**config.mk**
```make
export PLATFORM = sky130hd
export DESIGN_NAME = mi_cache_ctrl
export DESIGN_NICKNAME = d
export VERILOG_FILES = /design/src/rtl/mi_cache_ctrl.sv
export SDC_FILE = /design/constraint.sdc
export NUM_CORES = 1
export LEC_CHECK = 0
export BUFFER_PORTS_ARGS = -buffer_cell sky130_fd_sc_hd__buf_2
export CAP_MARGIN = 20
export CORE_UTILIZATION = 45
export DETAILED_ROUTE_END_ITERATION = 16
export HOLD_SLACK_MARGIN = 0.03
export PLACE_DENSITY = 0.67
export SYNTH_ARGS = -nofsm -noshare
export SYNTH_HDL_FRONTEND = slang
export SYNTH_SLANG_ARGS = --single-unit
```
**constraint.sdc**
```tcl
create_clock -name clk -period 13.4 [get_ports clk]
set_input_delay 0.67 -clock clk [delete_from_list [all_inputs] [get_ports clk]]
set_output_delay 0.67 -clock clk [all_outputs]
set_load 0.05 [all_outputs]
```
**src/rtl/mi_cache_ctrl.sv**
```systemverilog
module mi_cache_ctrl #(
  parameter int AW = 12,
  parameter int DW = 32,
  parameter int LINES = 4,
  parameter int NW = 3,
  parameter int DIR_ID = 0
) (
  input  logic                     clk,
  input  logic                     rst_n,
  input  logic                     core_req,
  input  logic [1:0]               core_op,
  input  logic [AW-1:0]            core_addr,
  input  logic [DW-1:0]            core_wdata,
  output logic                     core_done,
  output logic                     core_hit,
  output logic [DW-1:0]            core_rdata,
  input  logic                     repl_req,
  input  logic [$clog2(LINES)-1:0] repl_idx,
  input  logic                     in_valid,
  input  logic [2:0]               in_type,
  input  logic [AW-1:0]            in_addr,
  input  logic [DW-1:0]            in_data,
  input  logic [NW-1:0]            in_src,
  output logic                     msg_valid,
  output logic [1:0]               msg_type,
  output logic [AW-1:0]            msg_addr,
  output logic [DW-1:0]            msg_data,
  output logic [NW-1:0]            msg_dest
);
  localparam int IW = $clog2(LINES);
  localparam int TW = AW - IW;

  typedef enum logic [2:0] {S_I, S_M, S_IM, S_MI, S_MIF, S_MIN} lst_t;
  localparam logic [2:0] IN_DATA = 3'd0, IN_FWD = 3'd1, IN_ACK = 3'd2,
                         IN_NACK = 3'd3, IN_INV = 3'd4;
  localparam logic [1:0] OUT_GETX = 2'd0, OUT_WB = 2'd1, OUT_DATA = 2'd2;

  lst_t          st  [LINES];
  logic [TW-1:0] tg  [LINES];
  logic [DW-1:0] dat [LINES];

  logic [IW-1:0] c_idx, n_idx;
  logic [TW-1:0] c_tag, n_tag;
  logic c_match, n_match, is_store, hit, issue, fill, repl_go;

  assign c_idx    = core_addr[IW-1:0];
  assign c_tag    = core_addr[AW-1:IW];
  assign n_idx    = in_addr[IW-1:0];
  assign n_tag    = in_addr[AW-1:IW];
  assign c_match  = tg[c_idx] == c_tag;
  assign n_match  = tg[n_idx] == n_tag;
  assign is_store = core_op == 2'd2;

  assign hit   = core_req && !in_valid && !repl_req && st[c_idx] == S_M && c_match;
  assign issue = core_req && !in_valid && !repl_req && st[c_idx] == S_I;
  assign fill  = in_valid && in_type == IN_DATA && st[n_idx] == S_IM && n_match;
  assign repl_go = repl_req && !in_valid && st[repl_idx] == S_M;

  assign core_done  = hit || (fill && core_req);
  assign core_hit   = hit;
  assign core_rdata = is_store ? core_wdata : (hit ? dat[c_idx] : in_data);

  always_ff @(posedge clk) begin
    if (!rst_n) begin
      for (int i = 0; i < LINES; i++) st[i] <= S_I;
      msg_valid <= 1'b0;
      msg_type  <= OUT_GETX;
      msg_addr  <= '0;
      msg_data  <= '0;
      msg_dest  <= '0;
    end else begin
      msg_valid <= 1'b0;
      if (in_valid) begin
        case (in_type)
          IN_DATA: if (fill) begin
            st[n_idx]  <= S_M;
            dat[n_idx] <= (core_req && is_store) ? core_wdata : in_data;
          end
          IN_FWD: if (n_match && (st[n_idx] == S_M || st[n_idx] == S_MI || st[n_idx] == S_MIN)) begin
            msg_valid <= 1'b1;
            msg_type  <= OUT_DATA;
            msg_addr  <= in_addr;
            msg_data  <= dat[n_idx];
            msg_dest  <= in_src;
            st[n_idx] <= (st[n_idx] == S_MI) ? S_MIF : S_I;
          end
          IN_ACK: if (n_match && (st[n_idx] == S_MI || st[n_idx] == S_MIF))
            st[n_idx] <= S_I;
          IN_NACK: if (n_match) begin
            if (st[n_idx] == S_MI)  st[n_idx] <= S_MIN;
            if (st[n_idx] == S_MIF) st[n_idx] <= S_I;
          end
          IN_INV: if (n_match && st[n_idx] == S_M) begin
            msg_valid <= 1'b1;
            msg_type  <= OUT_WB;
            msg_addr  <= in_addr;
            msg_data  <= dat[n_idx];
            msg_dest  <= NW'(DIR_ID);
            st[n_idx] <= S_MI;
          end
          default: ;
        endcase
      end else if (repl_go) begin
        msg_valid    <= 1'b1;
        msg_type     <= OUT_WB;
        msg_addr     <= {tg[repl_idx], repl_idx};
        msg_data     <= dat[repl_idx];
        msg_dest     <= NW'(DIR_ID);
        st[repl_idx] <= S_MI;
      end else if (hit && is_store) begin
        dat[c_idx] <= core_wdata;
      end else if (issue) begin
        msg_valid  <= 1'b1;
        msg_type   <= OUT_GETX;
        msg_addr   <= core_addr;
        msg_data   <= '0;
        msg_dest   <= NW'(DIR_ID);
        st[c_idx]  <= S_IM;
        tg[c_idx]  <= c_tag;
      end
    end
  end

  logic [LINES-1:0] im_vec;
  always_comb
    for (int i = 0; i < LINES; i++) im_vec[i] = st[i] == S_IM;


  one_miss_chk: assert property (@(posedge clk) disable iff (!rst_n)
    $countones(im_vec) <= 1);


  hit_quiet_chk: assert property (@(posedge clk) disable iff (!rst_n)
    core_done && core_hit |=> !msg_valid);


  done_needs_req_chk: assert property (@(posedge clk) disable iff (!rst_n)
    core_done |-> core_req);


  prio_chk: assert property (@(posedge clk) disable iff (!rst_n)
    in_valid |-> !core_hit);


  repl_wb_chk: assert property (@(posedge clk) disable iff (!rst_n)
    repl_req && !in_valid && st[repl_idx] == S_M |=> msg_valid && msg_type == OUT_WB);


  fwd_data_chk: assert property (@(posedge clk) disable iff (!rst_n)
    in_valid && in_type == IN_FWD && n_match && st[n_idx] == S_M
    |=> msg_valid && msg_type == OUT_DATA && msg_dest == $past(in_src));
endmodule

```
==> results.ini, run 1 <==
[logic_synthesis]
synth_flop_cell = edfxtp_1
yosysTopAreaCellShare_pct = 41.22
synth.avg_cell_area_um2 = 13.94
synth.distinct_cells = 68
synthArstFlopShare_pct = 0
yosysWarnings = 0
synth_top_area_cell = edfxtp_1
syn-cell-area_mm2 = 0.01311
ys_ff_latch = 230
seq_area_frac_synth_pct = 48.85
synth_edf_count = 180
synthCells = 941
synth_most_common_cell = edfxtp_1
synth.area.top_cells = edfxtp_1, mux4_2, dfxtp_1
syn-num-nets = 1044
synthTopCellsByCount = edfxtp_1, mux4_2, nand2_1, nand3_1, clkbuf_1

[run]
cap_violations = 0

[routing]
postRouteAntennaNets = 0
wirelength_um = 34400
drtIter0Drc = 926
vias_per_cell = 6.307
remaining_drc_errors = 0
wire_per_inst_um = 23.17
vias = 9366
dr.pass1.iters = 7

[floorplan]
rows = 62
dieArea_mm2 = 0.02983
initial_core_util_pct = 45.69
coreArea_mm2 = 0.02870
pin_count = 187
die_x_um = 172.7
die_h_um = 172.7

[final_layout]
drive_gt1_share_pct = 39.06
nets = 1186
antennaDiodeCount = 0
fillers = 2404
syn2layout_area_growth_pct = 15.62

[worst_setup_path]
end_kind = output port
rr_startpoint = st[1][1]$_SDFFCE_PN0P_
critical_path.startpoint = core_addr[0]
crit_slowest_cell = buf_4
startpoint_type = input port
path_cells = buf_4 > mux4_2 > xnor2_1 > nand4_1 > nor4_4 > buf_4 > mux2i_1 > o21ai_1 > buf_2
required_ns = 12.73
critPathKind = input port to output port
slowest_delay_ns = 0.74
arrival_ns = 4.04
critPathMaxFanout = 50
crit_top_cell = buf_4

[global_routing]
grt_usage_pct = 23.12
grt_max_degree = 67
grt_pass1_vias = 9090
antenna_found_initial = 1
grt_pass1_wl_um = 53480
overflow = 0

[pwr]
p_leak_uw = 0.005139
p_total_uw = 1753
vdd_drop_max_v = 0.00009232
p_per_area_mw_per_mm2 = 115.6

[timing]
setup_viol = 0
final.period_utilization_pct = 35.13
finalHoldViolations = 0
maxSlewViolCount = 0
fin_tns_setup_ns = 0
slew_headroom_pct = 28.71
tightest_slew_ns = 1.065
fin_worst_skew_ns = 0.01482
rsz0062_at_grt = false
fin_crit_ns = 4.708
fmaxAchievable_ghz = 0.2124

[cts]
clock_latency_ns = 0.53
htreeDepth = 1
clkTransAtPathRegs_ns = 0.06
ctsRootBufferMaster = clkbuf_16
clock_path_buffers = 3
clock_sinks = 230
cts_tree = built
hold_buffers = 0
post_cts_buffers = 0
numCtsBuffers = 24
cts.repair.resized = 0

[place]
dpl.hpwl_um = 22590
finalWeightedCongestion = 0.9214
portBuffers = 186

[min_path]
min_from = in_src[0]
worst_hold_path_type = input port to flip-flop

[outcome]
outcome = complete, no violations

placed cells by master, fill, tap and decap left out, types with 4 or more instances in the layout:
cell type,Yosys,routed
nor4_1,4,4
clkinv_2,0,6
bufinv_16,0,4
a31oi_1,32,32
xnor2_1,19,19
edfxtp_1,180,180
nor3_1,4,4
mux4_2,132,132
o211ai_1,12,12
nor2_1,19,19
dfxtp_1,50,50
clkbuf_1,51,4
clkbuf_16,0,24
mux2_2,32,32
o21ai_1,32,32
buf_2,7,183
mux2i_1,44,44
a311oi_1,34,34
nand2_1,88,87
nand3_1,63,63
buf_4,7,19
o21ai_0,15,15
a21oi_1,6,6
inv_1,8,7
nor3b_1,7,7
nand4_1,5,5
clkinv_1,1,4
per-layer routing:
layer | global-route usage, % | up-vias | wire length [um]
li1 | - | 4158 | -
met1 | 33.06 | 4677 | 14450
met2 | 36.19 | 452 | 16010
met3 | 3.144 | 79 | 2855
met4 | 8.628 | 0 | 1085
met5 | 0 | - | 0
sequential cells by signal, summed over array words and instances, names as in the netlist:
register   flops
st            12
dat          128
msg_valid      1
msg_data      32
msg_type       2
msg_dest       3
msg_addr      12
tg            40
critical path: cells and delay by family:
| family | cells | cell delay [ns] |
|---|---|---|
| compound gates | 1 | 0.23 |
| xor+xnor | 1 | 0.16 |
| buf+inv | 3 | 1.57 |
| mux | 2 | 0.78 |
| simple gates | 2 | 0.60 |
kinds of logic after synthesis:
logic type / share of synthesized area [%]
AO/OA/AOI/OAI: 8.902
XOR/XNOR: 1.393
multiplexers: 28.78
buffers and inverters: 3.301
AND/OR/NAND/NOR: 8.778
flip-flops: 48.85
worst paths after layout:
path / endpoint / slack, ns / depth (start not counted)
max reg2reg: msg_data[27]$_SDFFE_PN0P_ / 9.00 / 8
max: core_rdata[14] / 8.69 / 9
min: msg_dest[0]$_SDFFE_PN0P_ / 0.35 / 2
min reg2reg: msg_addr[0]$_SDFFE_PN0P_ / 0.45 / 2
report_power, final:
group | switching [uW] | internal [uW] | leakage, uW | total, uW
sequential | 9.36 | 782 | 0.00204 | 791
combinational | 181 | 94.8 | 0.00270 | 276
clock | 278 | 407 | 0.000396 | 685
total | 469 | 1280 | 0.00514 | 1750
area by class of cell:
class	instances	area, um2	share of cell area [%]
clock inverters	16	193.9	1.279
multi-input cells	615	6362	41.96
flip-flops and latches	230	6406	42.25
clock buffers	28	615.6	4.060
repair buffers	203	1070	7.056
inverters	9	33.78	0.2228
well taps	384	480.5	3.169
metrics by stage:
step | std cells | hold WS [ns] | setup slack [ns] | utilization, % | area (um2)
2_1_floorplan | 941 | 0.6684 | 7.138 | - | 13110
3_3_place_gp | 1440 | 0.4481 | 8.439 | 49.97 | 14340
3_5_place_dp | 1440 | 0.4412 | 8.331 | 49.97 | 14340
4_1_cts | 1484 | 0.3446 | 8.555 | 52.79 | 15150
5_1_grt | 1485 | 0.3428 | 8.393 | 52.82 | 15160
6_report | 1485 | 0.3539 | 8.692 | 52.82 | 15160
(Power assumes the default switching activity.)
==> inputs of run 2 (changes only) <==
ABC_AREA = 1   (was default)
clock period = 4.4 ns   (was 13.4 ns; I/O delays follow)
==> run 2 against run 1 <==
Effect of this change: synthesized cell count up 73%; area after synthesis down 0.52%; final area up 0.86%; register-to-register slack worse by 8.1 ns; utilization up 1.5 points; clock power rose to 3.4 times the previous value; cell count up 46%; clock-buffer cell count down 1; hold slack worse by 0.31 ns; die area down 0.52%; combinational power rose to 3.0 times the previous value; power rose to 3.2 times the previous value; critical path type is now flip-flop to output port; critical endpoint is now core_rdata[0]; largest power group unchanged.
==> results.ini, run 2 <==
[worst_setup_path]
r2r_setup_slack_ns = 0.95  ; -8.05 ns
reg2reg_to = dat[1][20]$_DFFE_PP_
path_buf_inv = 3  ; unchanged
critPathKind = flip-flop to output port
worstRegToRegCells = 12  ; +4
crit_slowest_cell = edfxtp_1
cpLargestDelayFamily = simple AND/OR/NAND/NOR gates
required_ns = 4.18  ; -8.55 ns
crit_top_cell = o21ai_0
critPathMaxFanout = 33  ; -34%
critical_path.startpoint = st[1][1]$_SDFFCE_PN0P_
slowest_delay_ns = 0.38  ; -0.36 ns
rr_startpoint = st[1][1]$_SDFFCE_PN0P_
end_kind = output port
startpoint_type = flip-flop
worstSetupPathDepth = 11  ; +2
arrival_ns = 3.31  ; -0.73 ns
path_cells = or2_2 > a21oi_1 > nor3b_1 > o21ai_0 > nor3_1 > nand3_1 > inv_2 > buf_4 > o21ai_0 > o22ai_1 > buf_2
critPathCapture = core_rdata[0]

[floorplan]
pin_count = 187  ; unchanged
die_h_um = 172.3  ; -0.26%
dieArea_mm2 = 0.02967  ; -0.52%
coreArea_mm2 = 0.02816  ; -1.9%
rows = 61  ; -1.6%
die_x_um = 172.3  ; -0.26%
initial_core_util_pct = 46.32  ; +0.63 points

[global_routing]
antenna_found_initial = 0  ; -1
grt_pass1_wl_um = 63560  ; +19%
overflow = 0  ; unchanged
grt_pass1_vias = 11640  ; +28%
grt_max_degree = 85  ; +27%
grt_usage_pct = 27.98  ; +4.9 points

[final_layout]
antennaDiodeCount = 0  ; unchanged
seq_area_mm2 = 0.006406  ; unchanged
top_regs = dat: 128 flops, tg: 40 flops, msg_data: 32 flops
utilization_pct = 54.30  ; +1.5 points
largest_reg_flops = 128  ; unchanged
nets = 1869  ; +58%
layout_common_cells = nand2_1, o21ai_0, buf_2
multi_input_comb_area_mm2 = 0.005657  ; -11%
regMostFlops = dat
layout.cells.most_common = nand2_1
syn2layout_area_growth_pct = 17.23
fin_area_mm2 = 0.01529  ; +0.86%
drive_gt1_share_pct = 16.34  ; -23 points
fillers = 2576  ; +7.2%

[cts]
ctsRootBufferMaster = clkbuf_16
clock_sinks = 230  ; unchanged
htreeDepth = 1  ; unchanged
clock_path_buffers = 3  ; unchanged
cts_tree = built
numCtsBuffers = 27  ; +13%
clkTransAtPathRegs_ns = 0.06  ; about the same
clock_latency_ns = 0.54  ; about the same

[logic_synthesis]
syn-cell-area_mm2 = 0.01305  ; -0.52%
syn-num-nets = 1730  ; +66%
synth_top_area_cell = edfxtp_1
synth_most_common_cell = nand2_1
synth_edf_count = 180  ; unchanged
synth.area.top_cells = edfxtp_1, nand2_1, o21ai_0
synthCells = 1627  ; +73%
synth.avg_cell_area_um2 = 8.018  ; -42%
synthArstFlopShare_pct = 0  ; unchanged
yosysTopAreaCellShare_pct = 41.43  ; +0.22 points
synthTopCellsByCount = nand2_1, o21ai_0, edfxtp_1, a21oi_1, inv_1
yosysWarnings = 0  ; unchanged
ys_ff_latch = 230  ; unchanged
synth.distinct_cells = 40  ; -41%
synth_flop_cell = edfxtp_1
seq_area_frac_synth_pct = 49.11  ; +0.26 points

[outcome]
outcome = complete, no violations

[routing]
wirelength_um = 42050  ; +22%
remaining_drc_errors = 0  ; unchanged
vias_per_cell = 5.878  ; -6.8%
vias = 12730  ; +36%
wire_per_inst_um = 19.42  ; -16%
drtIter0Drc = 1595  ; +72%
dr.pass1.iters = 6  ; -1
postRouteAntennaNets = 0  ; unchanged

[run]
cap_violations = 0  ; unchanged

[place]
portBuffers = 186  ; unchanged
dpl_cell_area_mm2 = 0.01424  ; -0.69%
dpl.hpwl_um = 26780  ; +19%
finalWeightedCongestion = 0.9280  ; +0.72%

[timing]
fmaxAchievable_ghz = 0.2829
fin_tns_setup_ns = 0  ; unchanged
setup_viol = 0  ; unchanged
fin_worst_skew_ns = 0.01402  ; -0.0007939 ns
maxSlewViolCount = 0  ; unchanged
rsz0062_at_grt = false
slew_headroom_pct = 30.48  ; +1.8 points
tightest_slew_ns = 1.043  ; -0.02252 ns
finalHoldViolations = 0  ; unchanged
fin_crit_ns = 3.534
final.period_utilization_pct = 80.32

[pwr]
vdd_drop_max_v = 0.0002085  ; +130%
p_per_area_mw_per_mm2 = 361.5  ; +210%
p_total_uw = 5529  ; +220%
p_leak_uw = 0.006204  ; +21%

[min_path]
min_from = in_addr[5]
worst_hold_path_type = input port to flip-flop

-- run 2: timing repair --
action,4_1_cts,5_1_grt
gates resized for setup,0,0
setup buffers,0,0
hold buffers,13,0
hold endpoints to repair,43,0
endpoints found under the setup margin,0,0
-- run 2: power by group --
part	switching, uW	leakage, uW	internal [uW]
logic	604	0.00371	226
clock network	932	0.000453	1370
registers	18.7	0.00204	2380
-- run 2: area by class of cell --
class	instances	area share, %
Clock buffer	27	4.418
Clock inverter	23	1.595
Tap cell	378	3.093
Multi-Input combinational cell	1135	36.99
Inverter	144	3.535
Sequential cell	230	41.89
Timing Repair Buffer	228	8.476
-- run 2: per-layer routing --
layer | share of wire [%] | global-route usage [%] | up-vias | routed length, um
met2 | 46 | 45.30 | 671 | 19300
met1 | 42 | 37.66 | 5916 | 17710
met3 | 8.2 | 3.479 | 112 | 3460
met4 | 3.8 | 12.20 | 0 | 1579
li1 | - | - | 6027 | -
met5 | 0 | 0 | - | 0
-- run 2: kinds of logic after synthesis --
kind of cell | count (synthesis) | synth area share, %
AOI/OAI and AO/OA | 578 | 25.48
xor gates and xnor gates | 5 | 0.3357
buffers and inverters | 262 | 7.922
DFF | 230 | 49.11
and+or+nand+nor | 552 | 17.15
-- run 2: worst min path at each step --
stage | end | slack [ns] | depth (start not counted)
floorplan | tg[0][0]$_DFFE_PP_ | 0.32 | 0
global placement | msg_dest[1]$_SDFFE_PN0P_ | 0.45 | 2
detailed placement | msg_dest[2]$_SDFFE_PN0P_ | 0.45 | 2
CTS | msg_addr[5]$_SDFFE_PN0P_ | 0.03 | 3
global route | msg_addr[5]$_SDFFE_PN0P_ | 0.06 | 3
finish | msg_addr[5]$_SDFFE_PN0P_ | 0.05 | 3
-- run 2: worst min-delay path, cell delays in order --
cell	delay, ns
buf_2	0.10
o21ai_0	0.08
a21oi_1	0.14
-- run 2: per-stage QoR --
| stage | hold slack [ns] | cells | setup slack, ns |
|---|---|---|---|
| 5_1_grt | 0.06148 | 2165 | 0.5658 |
| 4_1_cts | 0.03262 | 2165 | 0.8750 |
| 6_report | 0.04705 | 2165 | 0.8658 |
| 3_3_place_gp | 0.4511 | 2102 | 0.8666 |
| 2_1_floorplan | 0.3189 | 1627 | 0.7770 |
| 3_5_place_dp | 0.4528 | 2102 | 0.8011 |
